<file path="config.mk">
export PLATFORM = sky130hd
export DESIGN_NAME = blk_read_seq
export DESIGN_NICKNAME = d
export VERILOG_FILES = /design/src/rtl/blk_read_seq_pkg.sv /design/src/rtl/blk_read_seq_start.sv /design/src/rtl/blk_read_seq_step.sv /design/src/rtl/blk_read_seq.sv
export SDC_FILE = /design/constraint.sdc
export NUM_CORES = 1
export LEC_CHECK = 0
export ABC_AREA = 1
export BUFFER_PORTS_ARGS = -buffer_cell sky130_fd_sc_hd__buf_4
export CORE_ASPECT_RATIO = 1.2
export CORE_MARGIN = 3
export CORE_UTILIZATION = 40
export DETAILED_ROUTE_END_ITERATION = 16
export SLEW_MARGIN = 30
export SYNTH_ARGS = -nofsm -noshare
export SYNTH_HDL_FRONTEND = slang
export SYNTH_SLANG_ARGS = --single-unit
export TNS_END_PERCENT = 20
</file>
<file path="constraint.sdc">
create_clock -name clk -period 2 [get_ports clk]
set_clock_uncertainty 0.15 [all_clocks]
set_input_delay 0.1 -clock clk [delete_from_list [all_inputs] [get_ports clk]]
set_output_delay 0.1 -clock clk [all_outputs]
set_load 0.02 [all_outputs]
</file>
<file path="src/rtl/blk_read_seq_pkg.sv">
package blk_read_seq_pkg;
    typedef enum logic [1:0] {
        PH_LEAD = 2'd0,
        PH_TERM = 2'd1,
        PH_DATA = 2'd2
    } phase_e;
endpackage

</file>
<file path="src/rtl/blk_read_seq_start.sv">
module blk_read_seq_start #(
    parameter int AW = 3
) (
    input  logic          single_mode,
    input  logic [AW-1:0] single_addr,
    input  logic [AW-1:0] last_blk,
    output logic [AW-1:0] start_blk,
    output logic          one_blk
);
    always_comb begin
        if (single_mode) begin
            start_blk = single_addr;
            one_blk   = 1'b1;
        end else if (last_blk == '0) begin
            start_blk = '0;
            one_blk   = 1'b1;
        end else begin
            start_blk = AW'(1);
            one_blk   = (last_blk == AW'(1));
        end
    end
endmodule

</file>
<file path="src/rtl/blk_read_seq_step.sv">
module blk_read_seq_step #(
    parameter int AW = 3
) (
    input  logic [AW-1:0] cur_blk,
    input  logic [AW-1:0] last_blk,
    input  logic [AW-1:0] start_blk,
    input  logic          one_blk,
    output logic [AW-1:0] nxt_blk,
    output logic          wrap
);
    always_comb begin
        if (one_blk || cur_blk >= last_blk) begin
            nxt_blk = start_blk;
            wrap    = 1'b1;
        end else begin
            nxt_blk = cur_blk + AW'(1);
            wrap    = 1'b0;
        end
    end
endmodule

</file>
<file path="src/rtl/blk_read_seq.sv">
module blk_read_seq
    import blk_read_seq_pkg::*;
#(
    parameter int AW       = 3,
    parameter int BITS     = 32,
    parameter int TERM_LEN = 4,
    parameter int IW       = $clog2(BITS)
) (
    input  logic          clk,
    input  logic          rst_n,
    input  logic          restart,
    input  logic          bit_stb,
    input  logic [AW-1:0] last_blk,
    input  logic          term_en,
    input  logic          single_mode,
    input  logic [AW-1:0] single_addr,
    input  logic          mem_rd_bit,
    output logic [AW-1:0] blk_addr,
    output logic [IW-1:0] bit_idx,
    output logic          tx_bit,
    output logic          data_vld,
    output logic          term_flag,
    output logic          term_gap
);
    localparam int TW = (TERM_LEN > 1) ? $clog2(TERM_LEN) : 1;

    typedef struct packed {
        phase_e        phase;
        logic [AW-1:0] blk;
        logic [IW-1:0] bidx;
        logic [TW-1:0] tcnt;
    } seq_t;

    seq_t s_q, s_d;

    logic [AW-1:0] start_blk, nxt_blk;
    logic          one_blk, wrap;

    blk_read_seq_start #(.AW(AW)) u_start (
        .single_mode (single_mode),
        .single_addr (single_addr),
        .last_blk    (last_blk),
        .start_blk   (start_blk),
        .one_blk     (one_blk)
    );

    blk_read_seq_step #(.AW(AW)) u_step (
        .cur_blk   (s_q.blk),
        .last_blk  (last_blk),
        .start_blk (start_blk),
        .one_blk   (one_blk),
        .nxt_blk   (nxt_blk),
        .wrap      (wrap)
    );

    always_comb begin
        s_d = s_q;
        if (restart) begin
            s_d.phase = PH_LEAD;
            s_d.blk   = start_blk;
            s_d.bidx  = '0;
            s_d.tcnt  = '0;
        end else if (bit_stb) begin
            unique case (s_q.phase)
                PH_LEAD: begin
                    s_d.blk   = start_blk;
                    s_d.bidx  = '0;
                    s_d.tcnt  = '0;
                    s_d.phase = term_en ? PH_TERM : PH_DATA;
                end
                PH_TERM: begin
                    if (s_q.tcnt == TW'(TERM_LEN - 1)) begin
                        s_d.phase = PH_DATA;
                        s_d.bidx  = '0;
                    end else begin
                        s_d.tcnt = s_q.tcnt + TW'(1);
                    end
                end
                PH_DATA: begin
                    if (s_q.bidx == IW'(BITS - 1)) begin
                        s_d.bidx = '0;
                        s_d.blk  = nxt_blk;
                        s_d.tcnt = '0;
                        if (wrap && term_en) s_d.phase = PH_TERM;
                    end else begin
                        s_d.bidx = s_q.bidx + IW'(1);
                    end
                end
                default: s_d.phase = PH_LEAD;
            endcase
        end
    end

    always_ff @(posedge clk or negedge rst_n) begin
        if (!rst_n) begin
            s_q <= '{phase: PH_LEAD, blk: '0, bidx: '0, tcnt: '0};
        end else begin
            s_q <= s_d;
        end
    end

    assign blk_addr  = s_q.blk;
    assign bit_idx   = s_q.bidx;
    assign data_vld  = (s_q.phase == PH_DATA);
    assign term_flag = (s_q.phase == PH_TERM);
    assign term_gap  = term_flag && s_q.tcnt[0];
    assign tx_bit    = data_vld ? mem_rd_bit : term_flag;
endmodule

</file>
==> impl_metrics.tcl <==
set metrics [dict create \
    tns_ns 0 \
    ir_drop_mv 0.538 \
    status "finished, final reports clean" \
    mostFrequentLayoutCells "nand2_1 (32), buf_4 (24), inv_1 (23)" \
    synth_seq_cells 12 \
    worstSkewPairLatency_ns 0.27 \
    worst_pin_slew_ns 0.284 \
    ios 25 \
    min_period_ns 1.74 \
    die_y_um 62.5 \
    grt_antenna_before_repair 0 \
    core_um2 2400 \
    holdCritPathClass "input port to register" \
    wl_per_cell_um 10.3 \
    drc 0 \
    setup_viol 0 \
    ys_warn_count 0 \
    num_rows 19 \
    max_freq_ghz 0.575 \
    cts_buffer_depth 2 \
    io_buffer_count 24 \
    ant_nets 0 \
    clkPwrFrac 0.154 \
    gp_congestion 0.784 \
    synth.net_count 166 \
    p_sw_mw 0.602 \
    synthFlopType "dfrtp_1" \
    num-nets-final 189 \
    leakagePower_nw 0.712 \
    vias 881 \
    crit_type "register to output pin" \
    nFillCells 244 \
    placed_cell_area_um2 1220 \
    p_sw_frac 0.466 \
    die-area_um2 3320 \
    n_antenna_cell 0 \
    cp_data_arrival_time_ns 1.49 \
    hold_violations 0 \
    stdcell_area_um2 1280 \
    p_int_mw 0.689 \
    vias_per_cell 4.49 \
    power_density_nw_per_um2 1010 \
    required_ns 1.75 \
    clkSinkCount 12 \
    drt_iter0_markers 8 \
    wl_um 2010 \
    first_global_vias 893 \
    h-tree-depth 1 \
    ys_async_sr_fraction 1.00 \
    drv_slew 0 \
    p_comb_frac 0.568 \
    start_util 0.443 \
    seq_area_frac_synth 0.282 \
    drive_above_1_share 0.297 \
    synth.avg_cell_area_um2 7.45 \
    synth_edf_count 0 \
    drt-pass1-iter-count 4 \
    clkTransAtPathRegs_ns 0.08 \
    period_share 0.870 \
    max-slew-margin-rel 0.808 \
    die_w_um 53.1 \
    grt_max_degree 13 \
    cts_tree "done" \
    grt_pass1_wl_um 3770 \
    overflow 0 \
    finalPower_mw 1.29 \
    grt_usage 0.146 \
    dpl.hpwl_um 1660 \
    cp-start-kind "register" \
    area_growth_pct 20.2 \
    worstSetupEndpointType "output pin" \
    pwr-share-seq 0.278 \
    syn_inst 143 \
    path_max_fanout 6 \
    cts_inserted_buffers 3 \
    final_common_cell "nand2_1" \
    maxCapViolations 0 \
    synth.distinct_cells 23 \
    rsz0062_at_grt "false" \
    syn-cell-area_um2 1060 \
    clock-root-buffer "clkbuf_4" \
]
power by group through the flow:
| stage | clock network [mW] | logic (mW) | registers, mW |
|---|---|---|---|
| after global routing | 0.223 | 0.854 | 0.373 |
| after floorplan | 0 | 0.586 | 0.344 |
| after CTS | 0.205 | 0.746 | 0.360 |
| after global placement | 0 | 0.730 | 0.360 |
| after detailed placement | 0 | 0.740 | 0.364 |
| final | 0.199 | 0.733 | 0.358 |
flip-flops by register name, summed over array words and instances (netlist names):
name      count
blk_addr      3
bit_idx       5
s_q           4
critical path, cell delays in order, from the launching register on:
cell and delay (ns):
dfrtp_1 0.42, inv_1 0.10, ha_1 0.30, inv_1 0.08, o21ai_0 0.15, buf_4 0.16
logic make-up (layout without fill, tap and decap cells):
group	count (synthesis)	after routing	synth area share
flops	12	12	0.282
xor+xnor	2	2	0.0165
fa+ha+maj	10	10	0.118
buf+inv	34	56	0.148
simple gates	71	71	0.358
compound gates	14	14	0.0776
worst paths after layout:
| check | slack [ns] | start | to | depth (start not counted) |
|---|---|---|---|---|
| max in group asynchronous | 1.50 | rst_n | s_q[10] | 2 |
| worst max register to register | 0.30 | bit_idx[0] | blk_addr[2] | 9 |
| worst max-delay path | 0.26 | s_q[11] | tx_bit | 5 |
| worst min-delay path | 0.02 | restart | bit_idx[1] | 4 |
| worst min register to register | 0.36 | s_q[1] | s_q[1] | 2 |
| min in group asynchronous | 0.05 | rst_n | s_q[1] | 2 |
cells in the mapped netlist (8+ instances only):
library cell	count	area share
dfrtp_1	12	0.28
buf_4	8	0.056
nor2_1	8	0.028
inv_1	23	0.081
nand3_1	11	0.052
o21ai_0	8	0.038
nand2_1	32	0.11
ha_1	10	0.12
per-layer routing:
layer / track usage / vias to the layer above / share of wire
met3: 0.0358 / 2 / 0.036
met4: 0.0383 / 0 / 0.0065
met2: 0.255 / 15 / 0.52
met5: 0 / - / 0
li1: - / 484 / -
met1: 0.171 / 380 / 0.44
stage by stage:
step	setup slack [ns]	instances	util	hold slack, ns
global placement	0.330	190	0.510	-0.198
detailed placement	0.290	190	0.510	-0.196
global route	0.0340	196	0.533	0.0369
CTS	0.235	196	0.533	0.0148
finish	0.261	196	0.533	0.0196
floorplan	0.314	143	-	-0.346
layout make-up:
type	count	area (um^2)	share of cell area
tap	31	38.8	0.0303
clock buffer	4	36.3	0.0283
multi-input combinational	97	607	0.474
sequential	12	300	0.235
inverter	26	97.6	0.0762
timing repair buffer	26	200	0.156
timing repair:
action | CTS | global route
setup buffers | 0 | 0
endpoints found under the setup margin | 0 | 0
hold endpoints to repair | 13 | 0
resized for setup | 0 | 0
hold buffers | 2 | 0
Power figures use the tool's default switching activity.
